## src/rtl/beat_stamp_pkg.sv

```systemverilog
package beat_stamp_pkg;

   typedef enum logic {
      EDGE_FALL = 1'b0,
      EDGE_RISE = 1'b1
   } edge_dir_e;

   // index width that never collapses to zero bits
   function automatic int idx_width(input int n);
      return (n > 1) ? $clog2(n) : 1;
   endfunction

endpackage

```

## src/rtl/beat_chan_filter.sv

```systemverilog
module beat_chan_filter #(
   parameter int SYNC_STAGES = 2,
   parameter int FILT_LEN    = 8
) (
   input  logic clk,
   input  logic rst_n,
   input  logic beat_in,
   input  logic en,
   output logic accept,
   output logic new_lvl,
   output logic level
);
   localparam int RUN_W = beat_stamp_pkg::idx_width(FILT_LEN);

   logic mix_q;
   logic samp;
   logic lvl_q;
   logic differ;

   // mixer flop: reference clock samples the clock under test
   always_ff @(posedge clk or negedge rst_n) begin
      if (!rst_n) mix_q <= 1'b0;
      else        mix_q <= beat_in;
   end

   // settling chain
   generate
      if (SYNC_STAGES == 1) begin : g_sync_one
         logic s_q;
         always_ff @(posedge clk or negedge rst_n) begin
            if (!rst_n) s_q <= 1'b0;
            else        s_q <= mix_q;
         end
         assign samp = s_q;
      end else begin : g_sync_chain
         logic [SYNC_STAGES-1:0] s_q;
         always_ff @(posedge clk or negedge rst_n) begin
            if (!rst_n) s_q <= '0;
            else        s_q <= {s_q[SYNC_STAGES-2:0], mix_q};
         end
         assign samp = s_q[SYNC_STAGES-1];
      end
   endgenerate

   assign differ = samp ^ lvl_q;

   // run-length acceptance
   generate
      if (FILT_LEN == 1) begin : g_no_filter
         assign accept = en & differ;
      end else begin : g_run_filter
         logic [RUN_W-1:0] run_q;
         assign accept = en & differ & (run_q == RUN_W'(FILT_LEN - 1));
         always_ff @(posedge clk or negedge rst_n) begin
            if (!rst_n)                         run_q <= '0;
            else if (!en || !differ || accept)  run_q <= '0;
            else                                run_q <= run_q + RUN_W'(1);
         end
      end
   endgenerate

   always_ff @(posedge clk or negedge rst_n) begin
      if (!rst_n)      lvl_q <= 1'b0;
      else if (accept) lvl_q <= samp;
   end

   assign new_lvl = samp;
   assign level   = lvl_q;

endmodule

```

## src/rtl/beat_pend_arb.sv

```systemverilog
module beat_pend_arb #(
   parameter int NUM_CH = 4,
   parameter int CNT_W  = 32,
   localparam int CH_W  = beat_stamp_pkg::idx_width(NUM_CH)
) (
   input  logic              clk,
   input  logic              rst_n,
   input  logic [NUM_CH-1:0] acc,
   input  logic [NUM_CH-1:0] rise_in,
   input  logic [CNT_W-1:0]  stamp,
   output logic              wr_req,
   output logic [CNT_W-1:0]  wr_stamp,
   output logic [CH_W-1:0]   wr_chan,
   output logic              wr_rise,
   output logic [NUM_CH-1:0] grant
);
   logic [NUM_CH-1:0] vld_q;
   logic [NUM_CH-1:0] rise_q;
   logic [CNT_W-1:0]  st_q [NUM_CH];

   // fixed priority: lowest pending channel index wins
   always_comb begin
      grant   = '0;
      wr_chan = '0;
      for (int i = NUM_CH - 1; i >= 0; i--) begin
         if (vld_q[i]) begin
            grant    = '0;
            grant[i] = 1'b1;
            wr_chan  = CH_W'(i);
         end
      end
   end

   assign wr_req   = |vld_q;
   assign wr_stamp = st_q[wr_chan];
   assign wr_rise  = rise_q[wr_chan];

   always_ff @(posedge clk or negedge rst_n) begin
      if (!rst_n) begin
         vld_q  <= '0;
         rise_q <= '0;
         for (int i = 0; i < NUM_CH; i++) st_q[i] <= '0;
      end else begin
         for (int i = 0; i < NUM_CH; i++) begin
            if (acc[i]) begin
               vld_q[i]  <= 1'b1;
               rise_q[i] <= rise_in[i];
               st_q[i]   <= stamp;
            end else if (grant[i]) begin
               vld_q[i]  <= 1'b0;
            end
         end
      end
   end

endmodule

```

## src/rtl/beat_fifo.sv

```systemverilog
module beat_fifo #(
   parameter int DW    = 35,
   parameter int DEPTH = 16,
   localparam int AW   = $clog2(DEPTH)
) (
   input  logic          clk,
   input  logic          rst_n,
   input  logic          push_req,
   input  logic [DW-1:0] din,
   input  logic          pop_req,
   input  logic          ovf_clr,
   output logic [DW-1:0] dout,
   output logic          valid,
   output logic          full,
   output logic          ovf
);
   logic [DW-1:0] mem_q [DEPTH];
   logic [AW:0]   wp_q;
   logic [AW:0]   rp_q;
   logic          empty;
   logic          push;
   logic          pop;

   assign empty = (wp_q == rp_q);
   assign full  = (wp_q[AW] != rp_q[AW]) && (wp_q[AW-1:0] == rp_q[AW-1:0]);
   assign push  = push_req & ~full;
   assign pop   = pop_req & ~empty;

   always_ff @(posedge clk) begin
      if (push) mem_q[wp_q[AW-1:0]] <= din;
   end

   always_ff @(posedge clk or negedge rst_n) begin
      if (!rst_n) begin
         wp_q <= '0;
         rp_q <= '0;
      end else begin
         if (push) wp_q <= wp_q + (AW+1)'(1);
         if (pop)  rp_q <= rp_q + (AW+1)'(1);
      end
   end

   // sticky loss flag, a new loss outranks the clear
   always_ff @(posedge clk or negedge rst_n) begin
      if (!rst_n)                ovf <= 1'b0;
      else if (push_req && full) ovf <= 1'b1;
      else if (ovf_clr)          ovf <= 1'b0;
   end

   assign dout  = mem_q[rp_q[AW-1:0]];
   assign valid = ~empty;

endmodule

```

## src/rtl/beat_stamp_top.sv

```systemverilog
module beat_stamp_top #(
   parameter int NUM_CH      = 4,
   parameter int CNT_W       = 32,
   parameter int SYNC_STAGES = 2,
   parameter int FILT_LEN    = 8,
   parameter int FIFO_DEPTH  = 16,
   localparam int CH_W       = beat_stamp_pkg::idx_width(NUM_CH)
) (
   input  logic              clk,
   input  logic              rst_n,
   input  logic [NUM_CH-1:0] beat_in,
   input  logic [NUM_CH-1:0] ch_en,
   input  logic              rd_en,
   input  logic              ovf_clr,
   output logic              rd_valid,
   output logic [CNT_W-1:0]  rd_stamp,
   output logic [CH_W-1:0]   rd_chan,
   output logic              rd_rise,
   output logic              fifo_full,
   output logic              ovf
);
   localparam int ENT_W = CNT_W + CH_W + 1;

   // elaboration-time parameter checks
   generate
      if (NUM_CH < 1) begin : g_bad_nch
         $error("beat_stamp_top: NUM_CH must be at least 1");
      end
      if (SYNC_STAGES < 1) begin : g_bad_sync
         $error("beat_stamp_top: SYNC_STAGES must be at least 1");
      end
      if (FILT_LEN < NUM_CH) begin : g_bad_filt
         $error("beat_stamp_top: FILT_LEN must be >= NUM_CH so holding slots drain in time");
      end
      if (FIFO_DEPTH < 2 || (FIFO_DEPTH & (FIFO_DEPTH - 1)) != 0) begin : g_bad_depth
         $error("beat_stamp_top: FIFO_DEPTH must be a power of two, at least 2");
      end
      if (CNT_W < 2) begin : g_bad_cnt
         $error("beat_stamp_top: CNT_W must be at least 2");
      end
   endgenerate

   logic [CNT_W-1:0]  cnt_q;
   logic [NUM_CH-1:0] acc;
   logic [NUM_CH-1:0] rise_vec;
   logic [NUM_CH-1:0] chan_lvl;
   logic [NUM_CH-1:0] grant;
   logic              wr_req;
   logic [CNT_W-1:0]  wr_stamp;
   logic [CH_W-1:0]   wr_chan;
   logic              wr_rise;
   logic [ENT_W-1:0]  wr_ent;
   logic [ENT_W-1:0]  rd_ent;

   // shared free-running reference counter
   always_ff @(posedge clk or negedge rst_n) begin
      if (!rst_n) cnt_q <= '0;
      else        cnt_q <= cnt_q + CNT_W'(1);
   end

   generate
      for (genvar c = 0; c < NUM_CH; c++) begin : g_chan
         beat_chan_filter #(
            .SYNC_STAGES (SYNC_STAGES),
            .FILT_LEN    (FILT_LEN)
         ) u_filt (
            .clk     (clk),
            .rst_n   (rst_n),
            .beat_in (beat_in[c]),
            .en      (ch_en[c]),
            .accept  (acc[c]),
            .new_lvl (rise_vec[c]),
            .level   (chan_lvl[c])
         );
      end
   endgenerate

   beat_pend_arb #(
      .NUM_CH (NUM_CH),
      .CNT_W  (CNT_W)
   ) u_arb (
      .clk      (clk),
      .rst_n    (rst_n),
      .acc      (acc),
      .rise_in  (rise_vec),
      .stamp    (cnt_q),
      .wr_req   (wr_req),
      .wr_stamp (wr_stamp),
      .wr_chan  (wr_chan),
      .wr_rise  (wr_rise),
      .grant    (grant)
   );

   assign wr_ent = {wr_rise, wr_chan, wr_stamp};

   beat_fifo #(
      .DW    (ENT_W),
      .DEPTH (FIFO_DEPTH)
   ) u_fifo (
      .clk      (clk),
      .rst_n    (rst_n),
      .push_req (wr_req),
      .din      (wr_ent),
      .pop_req  (rd_en),
      .ovf_clr  (ovf_clr),
      .dout     (rd_ent),
      .valid    (rd_valid),
      .full     (fifo_full),
      .ovf      (ovf)
   );

   assign rd_stamp = rd_ent[CNT_W-1:0];
   assign rd_chan  = rd_ent[CNT_W +: CH_W];
   assign rd_rise  = rd_ent[ENT_W-1];

endmodule

```

## config.mk

```make
export PLATFORM = sky130hd
export DESIGN_NAME = beat_stamp_top
export DESIGN_NICKNAME = d
export VERILOG_FILES = /design/src/rtl/beat_stamp_pkg.sv /design/src/rtl/beat_chan_filter.sv /design/src/rtl/beat_pend_arb.sv /design/src/rtl/beat_fifo.sv /design/src/rtl/beat_stamp_top.sv
export SDC_FILE = /design/constraint.sdc
export NUM_CORES = 1
export LEC_CHECK = 0
export BUFFER_PORTS_ARGS = -buffer_cell sky130_fd_sc_hd__buf_2
export CAP_MARGIN = 20
export CORE_MARGIN = 2
export CORE_UTILIZATION = 42
export DETAILED_ROUTE_END_ITERATION = 12
export SLEW_MARGIN = 20
export SYNTH_ARGS = -nofsm -noshare
export SYNTH_HDL_FRONTEND = slang
export SYNTH_SLANG_ARGS = --single-unit
```

## constraint.sdc

```tcl
create_clock -name clk -period 6 [get_ports clk]
set_input_delay 0.6 -clock clk [delete_from_list [all_inputs] [get_ports clk]]
set_output_delay 0.6 -clock clk [all_outputs]
set_load 0.02 [all_outputs]
```

Yosys cells after proc, flatten, opt, wreduce, memory -nomap -nowiden
Memory sizes are Yosys's and may differ from the RTL's.
Index checks and enable logic that the tools add are counted.
{ "totals": {"register_bits": 203, "latchBits": 0, "mem_bits_rw": 560, "mem_bits_ro": 0, "in_bits": 12, "output_inout_bits": 38, "word_cells": 115, "n_memories": 1} }
{ "memory_table": {"columns": ["memory", "depth", "width", "rd", "rd_ports_with_merged_regs", "wr", "line", "source"], "rows": [
  ["u_fifo.mem_q", 16, 35, 1, 0, 1, "beat_fifo.sv:17", "logic [DW-1:0] mem_q [DEPTH];"]
]} }
{ "op_classes": {"add_sub_neg": 7, "n_mul": 0, "n_div": 0, "order_cmp": 2, "eq_ne": 7, "shift": 0, "n_mux": 29, "bitwise_logic": 17, "n_reduce_logical": 24} }
{ "op_table": {"columns": ["cell", "n"], "rows": [
  ["binary-select mux 32 bit (select 2 bit)", 1],
  ["2-to-1 mux 32 bit", 2],
  ["adder 32 x 1 -> 32 bit, second input constant", 1],
  ["2-to-1 mux 4 bit", 4],
  ["2-to-1 mux 1 bit", 13],
  ["adder 3 x 1 -> 3 bit, second input constant", 4],
  ["== test 3 bit, second input constant", 4],
  ["2-to-1 mux 3 bit", 4],
  ["adder 5 x 1 -> 5 bit, second input constant", 2],
  ["AND 1 bit", 10],
  ["nonzero test 2 bit", 5],
  ["logical NOT 1 bit", 8],
  ["logical OR 1 bit", 8],
  ["2-to-1 mux 2 bit", 4],
  ["== test 5 bit", 1],
  ["== test 4 bit", 1],
  ["OR reduction 4 bit", 1],
  ["bitwise XOR 1 bit", 4],
  [">= comparator 3 bit, second input constant", 1],
  ["< comparator 2 x 3 -> 1 bit, second input constant", 1],
  ["inverter 2 -> 3 bit", 1],
  ["binary-select mux 1 bit (select 2 bit)", 1],
  ["logical AND 1 bit", 2],
  ["inverter 1 bit", 2],
  ["!= test 1 bit", 1]
]} }

Longest topological paths before layout
Gate-level depths: netlist (run 1).
{ "logic_depth": {"ltp_word": 8, "ltp_mapped": 6, "ltp_nobuf": 5} }

Hierarchy
Synthesis (run 1) repeated with hierarchy kept, for this count alone.
{ "unflattened": {"cells_unflattened": 1629, "hier_area_um2": 30539.3} }
{ "by_module_without_submodules": {"columns": ["mod", "n_inst", "cells_each", "area_each_um2", "seq_area_each_um2"], "rows": [
  ["beat_fifo", 1, 943, 21600.7, 17091.4],
  ["beat_pend_arb", 1, 495, 6413.7, 3403.3],
  ["beat_stamp_top", 1, 127, 1478.9, 800.8],
  ["beat_chan_filter", 4, 16, 261.5, 175.2]
]} }

Worst setup path before layout (run 1)
Ideal clock, no wire load.
{ "synth_timing": {"path_kind": "register -> register", "start": "register u_fifo.rp_q[2]", "end": "memory u_fifo.mem_q[3][0] (enable)", "setup_ps": 471, "t_arrival_ps": 3483, "t_required_ps": 5529, "setup_slack_ps": 2046, "stages_incl_launch_ff": 7, "n_path_buf": 2, "period_less_slack_ps": 3954, "cell_sequence": "dfrtp_1 clkbuf_1 xnor2_1 nand4_1 buf_2 o211ai_1 nor3_1"} }
{ "synth_between": {"elab_chain_cells": 6} }
{ "synth_lines": {"columns": ["element", "line", "source"], "rows": [
  ["start: declaration", "beat_fifo.sv:19", "logic [AW:0] rp_q;"],
  ["start signal: assignment", "beat_fifo.sv:39", "if (pop) rp_q <= rp_q + (AW+1)'(1);"],
  ["== test 4 bit", "beat_fifo.sv:25", "assign full = (wp_q[AW] != rp_q[AW]) && (wp_q[AW-1:0] == rp_q[AW-1:0]);"],
  ["logical AND 1 bit", "beat_fifo.sv:25", null],
  ["inverter 1 bit", "beat_fifo.sv:26", "assign push = push_req & ~full;"],
  ["AND 1 bit", "beat_fifo.sv:26", null],
  ["2-to-1 mux 1 bit", "beat_fifo.sv:30", "if (push) mem_q[wp_q[AW-1:0]] <= din;"],
  ["2-to-1 mux 1 bit (not written as such)", "beat_fifo.sv:30", null],
  ["end: declaration", "beat_fifo.sv:17", null]
]} }
No other way between the ends.

Final worst setup path (run 1)
{ "layout_timing": {"start": "register u_fifo.rp_q[1]", "end": "output rd_stamp[16]"} }
{ "layout_between": {"elab_chain_cells": 1} }
{ "layout_lines": {"columns": ["element", "line", "source"], "rows": [
  ["memory (16 x 35 bit)", null, null],
  ["end: declaration", "beat_stamp_top.sv:16", "output logic [CNT_W-1:0] rd_stamp,"]
]} }
No other way between the ends.

==> flow_metrics.env, run 1 <==
export IMPL_power_mw=13.1
export IMPL_cp_end_kind="output port"
export IMPL_period_share=0.675
export IMPL_overflow=0
export IMPL_core_area_sq_mm=0.0712
export IMPL_io_pin_count=50
export IMPL_cp_num_buf_inv=2
export IMPL_required_ps=5400
export IMPL_yosys_cell_count_top_type="edfxtp_1"
export IMPL_first_global_vias=15500
export IMPL_final_hold_viol_count=0
export IMPL_worstPathArrival_ps=3450
export IMPL_ys_types=46
export IMPL_route_detailed_drc=0
export IMPL_cts_buffers=80
export IMPL_die_h_um=272
export IMPL_syn_nets=1560
export IMPL_cts_resized=0
export IMPL_max_clock_path_buffers=3
export IMPL_vias=14600
export IMPL_wire_per_inst_um=24.3
export IMPL_hold_path_class="in -> async"
export IMPL_synthTopCellsByArea="edfxtp_1 56%, dfrtp_1 17%, mux4_2 10%, mux2_2 5.0%, mux2i_1 3.3%"
export IMPL_path_clk_slew_ps=60
export IMPL_synth_warnings=0
export IMPL_fmax_mhz=247
export IMPL_h_tree_depth=3
export IMPL_clkLatencyLatePin_ps=630
export IMPL_min_period_ps=4050
export IMPL_cts_hold_buf=0
export IMPL_synthToLayoutAreaGrowth_pct=13.8
export IMPL_synthFlopType="edfxtp_1"
export IMPL_wirelength_um=64300
export IMPL_grt_max_degree=94
export IMPL_io_buffers=49
export IMPL_initial_core_util=0.423
export IMPL_crit_type="reg -> out"
export IMPL_synthTopCellsByCount="560 x edfxtp_1, 203 x dfrtp_1, 140 x mux4_2, 134 x mux2_2, 99 x mux2i_1"
export IMPL_syn_area_sq_mm=0.0301
export IMPL_final_core_util=0.481
export IMPL_synth_top_area_cell="edfxtp_1"
export IMPL_grt_pass1_wl_um=97900
export IMPL_tightest_slew_ps=1090
export IMPL_avgViaCountPerCell=5.52
export IMPL_synth_seq_cells=763
export IMPL_slowest_delay_ps=960
export IMPL_synthCells=1534
export IMPL_place_congestion=0.717
export IMPL_slew_headroom=0.275
export IMPL_cpMaxStageDelayCell="dfrtp_4"
export IMPL_cts_tree="done"
export IMPL_synth_edf_count=560
export IMPL_dp_hpwl_um=36000
export IMPL_slew_violations=0
export IMPL_critPathLaunchType="register"
export IMPL_path_cells="buf_4 > mux4_2 > a22oi_1 > nand2_1 > buf_2"
export IMPL_avgSynthCellArea_sq_um=19.6
export IMPL_critPathTopFamily="buffers and inverters"
export IMPL_synthArstFlopShare=0.266
export IMPL_ir_drop_mv=0.314
export IMPL_layout_drive_gt1_share=0.320
export IMPL_status="completed"
export IMPL_rsz0062_at_grt="false"
export IMPL_firstDrtPassIters=5
export IMPL_drtIter0Drc=1198
export IMPL_antenna_found_initial=1
export IMPL_die_x_um=272
export IMPL_nets=1653
export IMPL_clockRootBuffer="clkbuf_16"
export IMPL_setup_viol_count_final=0
export IMPL_tns_ps=0
export IMPL_yosysSeqAreaShare=0.727
export IMPL_dieArea_sq_mm=0.0739
export IMPL_cts_sinks=763
export IMPL_crit_fanout=61
export IMPL_clock_skew_ps=28.1
export IMPL_p_leak_nw=12.7
export IMPL_synth_top_area_frac=0.558
export IMPL_cellPowerDensity_mw_per_mm2=382
export IMPL_track_usage=0.177
export IMPL_drtAntennaViolNets=0
export IMPL_cap_viol_max_count=0
export IMPL_rows=98
export IMPL_cts_setup_buffers=0
-- layout by cell type (no fill, tap or decap), drive strengths merged --
cell	netlist	final
nor2	16	16
clkinv	0	27
or4	1	1
and2	13	13
buf	66	99
nand3	10	10
o211ai	3	3
nand2b	2	2
xnor2	27	27
edfxtp	560	560
xor2	21	21
nor2b	6	6
and4	5	5
nor4	7	7
o21bai	1	1
nor3	11	11
bufinv	0	7
o2111ai	1	1
and3	21	21
a22oi	70	70
inv	10	12
ha	14	14
nand2	51	51
o21ai	4	4
o31ai	1	1
clkinvlp	0	1
mux2	134	134
clkbuf	23	111
dfrtp	203	203
a21o	1	1
or2	1	1
mux4	140	140
o21a	1	1
diode	0	1
mux2i	99	99
o32ai	1	1
nand4	10	10
-- final timing paths --
check                                                                from                                             end  slack (ps)  cells past startpoint
setup / recovery                               u_fifo.rp_q[1]$_DFFE_PN0P_                                    rd_stamp[16]        1950                      5
setup reg to reg                               u_fifo.rp_q[1]$_DFFE_PN0P_                   u_fifo.mem_q[1][20]$_DFFE_PP_        2550                      5
hold / removal                                                      rst_n                     u_arb.st_q[100]$_DFFE_PN0P_          40                      1
min in group clk                                               beat_in[3]                g_chan[3].u_filt.mix_q$_DFF_PN0_          90                      1
hold reg to reg            g_chan[2].u_filt.g_sync_chain.s_q[0]$_DFF_PN0_  g_chan[2].u_filt.g_sync_chain.s_q[1]$_DFF_PN0_         350                      0
max in group asynchronous                                           rst_n                      u_fifo.rp_q[1]$_DFFE_PN0P_        4670                      2
-- layer usage --
| layer | track usage | share of wire | vias to the layer above |
|---|---|---|---|
| li1 | - | - | 6311 |
| met1 | 0.237 | 0.43 | 7849 |
| met2 | 0.301 | 0.50 | 345 |
| met3 | 0.0281 | 0.049 | 79 |
| met4 | 0.0531 | 0.021 | 2 |
| met5 | 0 | 0.00020 | - |
-- kinds of logic after synthesis --
group / after synthesis / share of synthesized area
adders and majority gates: 14 / 0.00582
and+or+nand+nor: 154 / 0.0286
xor gates and xnor gates: 48 / 0.0140
buffers and inverters: 99 / 0.0165
muxes: 373 / 0.188
AOI/OAI and AO/OA: 83 / 0.0204
DFF: 763 / 0.727
-- worst reg2reg max path: cells and delay by family (launching register included) --
family                    cells  cell delay [ps]
buffers and inverters         1              440
xor gates and xnor gates      1              170
and+or+nand+nor               2             1160
AOI/OAI and AO/OA             1              410
DFF                           1              960
-- power breakdown --
group	internal [mW]	total, mW	switching (mW)
clock	2.93	4.93	2.01
combinational	0.971	2.38	1.41
sequential	5.63	5.79	0.156
-- registers in the layout (all words and copies together) (netlist names) --
signal                            flops
u_arb.rise_q                          1
u_fifo.rp_q                           5
u_fifo.ovf                            1
u_arb.vld_q                           4
g_chan.u_filt.mix_q                   4
g_chan.u_filt.g_run_filter.run_q     12
u_fifo.wp_q                           5
g_chan.u_filt.g_sync_chain.s_q        8
u_fifo.mem_q                        560
u_arb.st_q                          128
g_chan.u_filt.level                   3
cnt_q                                32
-- layout make-up --
class,count,area (sq um)
Antenna cell,1,2.50
Clock buffer,110,2240
Clock inverter,37,404
Fill cell,5830,37000
Inverter,10,37.5
Multi-Input combinational cell,672,7840
Sequential cell,763,21900
Tap cell,950,1190
Timing Repair Buffer,100,649
-- through the flow --
| step | hold slack [ps] | setup WS (ps) | cell area [sq um] | cells |
|---|---|---|---|---|
| after CTS | 54.8 | 1900 | 34200 | 2642 |
| after floorplan | 304 | 2050 | 30100 | 1534 |
| after global placement | 332 | 2570 | 31600 | 2495 |
| final | 36.0 | 1950 | 34300 | 2643 |
| after detailed placement | 335 | 2510 | 31600 | 2495 |
| after global routing | 64.0 | 1810 | 34300 | 2642 |
Power figures use the tool's default switching activity.
==> run 2: changes to the inputs <==
Clock period 6 ns to 3.3 ns, I/O delays scaled along.
==> run 2 against run 1 <==
Via count increased by 0.26%. First-iteration DRC count fell by 4.2%. Clock power increased by 71%. Sequential cell count stayed put. Worst setup slack got worse by 1800 ps. Largest cell class unchanged. Final cell count rose by 1.8%. Critical path type unchanged. Clock-buffer cell count is 6 higher.
==> flow_metrics.env, run 2 (same netlist as run 1, synthesis figures left out) <==
export IMPL_critPathLaunchType="register"
export IMPL_overflow=0
export IMPL_final_cells=2690
export IMPL_worstSetupStartpoint="u_fifo.rp_q[1]$_DFFE_PN0P_"
export IMPL_status="completed"
export IMPL_crit_type="reg -> out"
export IMPL_crit_fanout=85
export IMPL_fmax_mhz=322
export IMPL_dpl_cell_count=2534
export IMPL_p_leak_nw=13.3
export IMPL_wire_per_inst_um=24.2
export IMPL_tightest_slew_ps=903
export IMPL_path_cells="buf_16 > mux4_2 > a22oi_1 > nand2_1 > buf_2"
export IMPL_cp_num_buf_inv=2
export IMPL_worstPathArrival_ps=2780
export IMPL_tns_ps=0
export IMPL_cts_sinks=763
export IMPL_h_tree_depth=3
export IMPL_drtAntennaViolNets=0
export IMPL_rows=98
export IMPL_layout_drive_gt1_share=0.323
export IMPL_track_usage=0.180
export IMPL_antenna_found_initial=1
export IMPL_setup_viol_count_final=0
export IMPL_first_global_vias=15700
export IMPL_avgViaCountPerCell=5.44
export IMPL_critPathTopFamily="flip-flops"
export IMPL_placed_area_sq_mm=0.0321
export IMPL_final_common_cell="edfxtp_1"
export IMPL_dieArea_sq_mm=0.0739
export IMPL_io_pin_count=50
export IMPL_cpMaxStageDelayCell="dfrtp_4"
export IMPL_layout_common_cells="560 x edfxtp_1, 201 x dfrtp_1, 140 x mux4_2, 134 x mux2_2, 96 x mux2i_1"
export IMPL_slew_headroom=0.386
export IMPL_timing_rr_end="u_fifo.mem_q[8][6]$_DFFE_PP_"
export IMPL_nFillCells=5760
export IMPL_rsz0062_at_grt="false"
export IMPL_power_mw=23.7
export IMPL_drtIter0Drc=1148
export IMPL_place_congestion=0.720
export IMPL_largest_reg_flops=560
export IMPL_ir_drop_mv=0.520
export IMPL_io_buffers=49
export IMPL_path_clk_slew_ps=50
export IMPL_initial_core_util=0.423
export IMPL_clkLatencyLatePin_ps=620
export IMPL_final_hold_viol_count=0
export IMPL_rr_worst_depth=5
export IMPL_rr_startpoint="u_fifo.rp_q[1]$_DFFE_PN0P_"
export IMPL_nets=1702
export IMPL_wirelength_um=65100
export IMPL_route_detailed_drc=0
export IMPL_crit_cells=5
export IMPL_crit_path_end="rd_stamp[17]"
export IMPL_cts_tree="done"
export IMPL_max_clock_path_buffers=3
export IMPL_slew_violations=0
export IMPL_period_share=0.942
export IMPL_cap_viol_max_count=0
export IMPL_synthToLayoutAreaGrowth_pct=15.3
export IMPL_core_area_sq_mm=0.0712
export IMPL_slowest_delay_ps=720
export IMPL_cellPowerDensity_mw_per_mm2=682
export IMPL_design_area_sq_mm=0.0347
export IMPL_grt_pass1_wl_um=98900
export IMPL_grt_max_degree=93
export IMPL_clock_skew_ps=27.1
export IMPL_vias=14600
export IMPL_cts_setup_buffers=0
export IMPL_hold_path_class="in -> reg"
export IMPL_clockRootBuffer="clkbuf_16"
export IMPL_r2r_slack_ps=740
export IMPL_required_ps=2970
export IMPL_die_h_um=272
export IMPL_cp_end_kind="output port"
export IMPL_min_period_ps=3110
export IMPL_die_x_um=272
export IMPL_firstDrtPassIters=5
export IMPL_dp_hpwl_um=36200
export IMPL_cts_buffers=80
## run 2: changes by cell type in the layout (fill, tap and decap cells not counted), sizes merged
cell	before	now
buf	99	138
bufinv	7	1
clkbuf	111	117
clkinv	27	22
clkinvlp	1	2
dlygate4sd3	0	10
inv	12	14
## run 2: worst min-delay path by stage
stage | cells after the start | startpoint | end | slack [ps]
after floorplan | 0 | rst_n | cnt_q[0]$_DFF_PN0_ | 30
after global placement | 0 | g_chan[2].u_filt.mix_q$_DFF_PN0_ | g_chan[2].u_filt.g_sync_chain.s_q[0]$_DFF_PN0_ | 330
after detailed placement | 0 | g_chan[3].u_filt.g_sync_chain.s_q[0]$_DFF_PN0_ | g_chan[3].u_filt.g_sync_chain.s_q[1]$_DFF_PN0_ | 330
after CTS | 3 | rd_en | u_fifo.rp_q[3]$_DFFE_PN0P_ | 40
after global routing | 3 | rd_en | u_fifo.rp_q[3]$_DFFE_PN0P_ | 60
final | 3 | rd_en | u_fifo.rp_q[3]$_DFFE_PN0P_ | 70
## run 2: final cells by class
cell class / count / area [sq um] / share of cell area
well taps: 950 / 1190 / 0.0342
diodes: 1 / 2.50 / 0.0000721
flip-flops and latches: 763 / 21900 / 0.631
repair buffers: 149 / 1320 / 0.0381
clock buffers: 116 / 2240 / 0.0645
clock inverters: 29 / 210 / 0.00605
inverters: 10 / 37.5 / 0.00108
multi-input cells: 672 / 7820 / 0.225
## run 2: report_power, final
| part | leakage [nW] | internal [mW] | switching (mW) | total [mW] |
|---|---|---|---|---|
| sequential | 7.97 | 10.2 | 0.192 | 10.4 |
| combinational | 4.10 | 2.05 | 2.77 | 4.82 |
| clock | 1.19 | 4.81 | 3.62 | 8.44 |
## run 2: per-stage QoR
stage           util  hold slack [ps]  worst slack [ps]
2_1_floorplan      -             34.4               197
3_3_place_gp   0.451              332               731
3_5_place_dp   0.451              335               701
4_1_cts        0.487             39.3              62.8
5_1_grt        0.487             57.5             0.481
6_report       0.487             73.1               191
## run 2: tightest hold or removal path: stages
cell	delay, ps
buf_2	130
o211ai_1	100
xnor2_1	70
## run 2: timing repair
item / 4_1_cts / 5_1_grt
setup endpoints to repair: 0 / 1
hold buffers: 10 / 0
endpoints found under the hold margin: 97 / 0
resized for setup: 0 / 3
## run 2: routing by layer
metal  vias up  part of all wire  GRT usage
met4         0             0.019     0.0510
met2       338              0.50      0.303
li1       6397                 -          -
met5         -                 0          0
met3        87             0.046     0.0248
met1      7802              0.43      0.246
==> run 3: changes to the inputs <==
Settings changed: CELL_PAD_IN_SITES_DETAIL_PLACEMENT set to 0, CELL_PAD_IN_SITES_GLOBAL_PLACEMENT set to 1, CORE_ASPECT_RATIO set to 0.75, PLACE_DENSITY_LB_ADDON set to 0.1.
==> run 3 against run 2 <==
Sequential share of layout area fell by 0.13 points. Routed wire length up 6.0%. Register-to-register slack gained 30 ps. Combinational power grew 2%. Via count barely moved. Sequential cell count is the same. Die area is essentially flat. Sequential power about the same. Clock skew is 8.2 ps lower. Worst setup slack worse by 30 ps.
==> flow_metrics.env, run 3 (same netlist as run 1, synthesis figures left out) <==
export IMPL_nets=1694
export IMPL_max_clock_path_buffers=3
export IMPL_largest_reg_flops=560
export IMPL_cts_resized=0
export IMPL_grt_pass1_wl_um=103000
export IMPL_firstDrtPassIters=5
export IMPL_cap_viol_max_count=0
export IMPL_cellPowerDensity_mw_per_mm2=684
export IMPL_setup_viol_count_final=0
export IMPL_holdWs_ps=75.7
export IMPL_crit_type="reg -> out"
export IMPL_clock_skew_ps=19.0
export IMPL_grt_max_degree=82
export IMPL_p_leak_nw=13.3
export IMPL_first_global_vias=15400
export IMPL_tightest_slew_ps=873
export IMPL_hold_path_class="in -> reg"
export IMPL_power_mw=23.8
export IMPL_power_frac_seq=0.436
export IMPL_vias=14600
export IMPL_place_congestion=0.720
export IMPL_final_common_cell="edfxtp_1"
export IMPL_path_cells="buf_4 > mux4_2 > a22oi_1 > nand2_1 > buf_2"
export IMPL_cts_sinks=763
export IMPL_p_sw_mw=6.66
export IMPL_tns_ps=0
export IMPL_layout_drive_gt1_share=0.326
export IMPL_rows=84
export IMPL_die_h_um=236
export IMPL_io_pin_count=50
export IMPL_cts_setup_buffers=0
export IMPL_antenna_found_initial=0
export IMPL_cpMaxStageDelayCell="mux4_2"
export IMPL_slowest_delay_ps=540
export IMPL_dieArea_sq_mm=0.0739
export IMPL_core_area_sq_mm=0.0705
export IMPL_multiInputGateArea_sq_mm=0.00782
export IMPL_met3_wirelength_um=3100
export IMPL_io_buffers=49
export IMPL_layout_common_cells="560 x edfxtp_1, 201 x dfrtp_1, 140 x mux4_2, 134 x mux2_2, 96 x mux2i_1"
export IMPL_route_detailed_drc=0
export IMPL_dp_hpwl_um=38500
export IMPL_h_tree_depth=3
export IMPL_switching_share=0.280
export IMPL_crit_fanout=17
export IMPL_critPathLaunchType="register"
export IMPL_clkLatencyLatePin_ps=630
export IMPL_design_area_sq_mm=0.0348
export IMPL_final_core_util=0.493
export IMPL_required_ps=2970
export IMPL_cts_tree="done"
export IMPL_cp_end_kind="output port"
export IMPL_fmax_mhz=319
export IMPL_drtIter0Drc=1345
export IMPL_top_layer="met4"
export IMPL_min_period_ps=3140
export IMPL_nFillCells=5779
export IMPL_slew_headroom=0.418
export IMPL_rsz0062_at_grt="false"
export IMPL_clockRootBuffer="clkbuf_16"
export IMPL_avgViaCountPerCell=5.46
export IMPL_slew_violations=0
export IMPL_path_clk_slew_ps=60
export IMPL_final_seq_area_sq_mm=0.0219
export IMPL_drtAntennaViolNets=0
export IMPL_placed_area_sq_mm=0.0322
export IMPL_die_x_um=313
export IMPL_status="completed"
export IMPL_p_clk_frac=0.357
export IMPL_worstPathArrival_ps=2810
export IMPL_wire_per_inst_um=25.8
export IMPL_track_usage=0.191
export IMPL_p_int_mw=17.1
export IMPL_period_share=0.951
export IMPL_overflow=0
export IMPL_wirelength_um=69000
export IMPL_cts_buffers=78
export IMPL_synthToLayoutAreaGrowth_pct=15.5
export IMPL_met2_length_um=31700
export IMPL_p_comb_frac=0.206
export IMPL_initial_core_util=0.427
export IMPL_ir_drop_mv=0.435
export IMPL_wl_met1_um=33000
export IMPL_final_hold_viol_count=0
-- run 3: cell count changes in the layout (fill, tap and decap cells not counted), moves of 9 or more --
cell	previous run	this run
buf_12	20	33
clkinv_2	10	19
clkbuf_1	28	18
buf_4	67	51
-- run 3: power groups by stage --
stage / Sequential, mW / Clock (mW) / Combinational, mW
3_5_place_dp: 10.6 / 0 / 5.01
6_report: 10.4 / 8.50 / 4.91
4_1_cts: 10.4 / 8.75 / 5.03
3_3_place_gp: 10.6 / 0 / 5.02
2_1_floorplan: 10.5 / 0 / 3.47
5_1_grt: 10.4 / 9.10 / 5.29
-- run 3: layout make-up --
| class | instances | share of cell area |
|---|---|---|
| inverter | 10 | 0.00108 |
| multi-input combinational | 672 | 0.225 |
| clock buffer | 106 | 0.0636 |
| timing repair buffer | 143 | 0.0402 |
| sequential | 763 | 0.630 |
| clock inverter | 35 | 0.00687 |
| tap | 946 | 0.0340 |
| antenna | 1 | 0.0000719 |
-- run 3: worst paths after layout --
kind | from | end | slack (ps) | cells past startpoint
max | u_fifo.rp_q[0]$_DFFE_PN0P_ | rd_chan[1] | 160 | 5
min | rd_en | u_fifo.rp_q[3]$_DFFE_PN0P_ | 80 | 3
max reg2reg | u_fifo.rp_q[1]$_DFFE_PN0P_ | u_fifo.mem_q[4][1]$_DFFE_PP_ | 770 | 5
min reg2reg | g_chan[3].u_filt.g_sync_chain.s_q[0]$_DFF_PN0_ | g_chan[3].u_filt.g_sync_chain.s_q[1]$_DFF_PN0_ | 340 | 0
max in group asynchronous | rst_n | u_fifo.rp_q[1]$_DFFE_PN0P_ | 2130 | 3
min in group asynchronous | rst_n | g_chan[2].u_filt.mix_q$_DFF_PN0_ | 300 | 2
-- run 3: worst max-delay path, delay by kind of cell, from the launching register on --
family / cells / cell delay [ps]
buffers and inverters: 2 / 580
muxes: 1 / 540
DFF: 1 / 530
AOI/OAI and AO/OA: 1 / 340
and+or+nand+nor: 1 / 190
-- run 3: routing by layer --
| layer | up-vias | track usage |
|---|---|---|
| met3 | 94 | 0.0342 |
| met2 | 282 | 0.294 |
| met5 | - | 0 |
| met1 | 7865 | 0.284 |
| li1 | 6375 | - |
| met4 | 0 | 0.0423 |
-- run 3: stage by stage --
step | std cells | setup slack [ps]
2_1_floorplan | 1534 | 197
4_1_cts | 2675 | 80.4
3_5_place_dp | 2524 | 766
6_report | 2676 | 161
5_1_grt | 2675 | 17.4
3_3_place_gp | 2524 | 740
-- run 3: timing repair --
action,CTS,global route
setup endpoints to repair,0,0
hold buffers,10,0
hold endpoints to repair,88,0
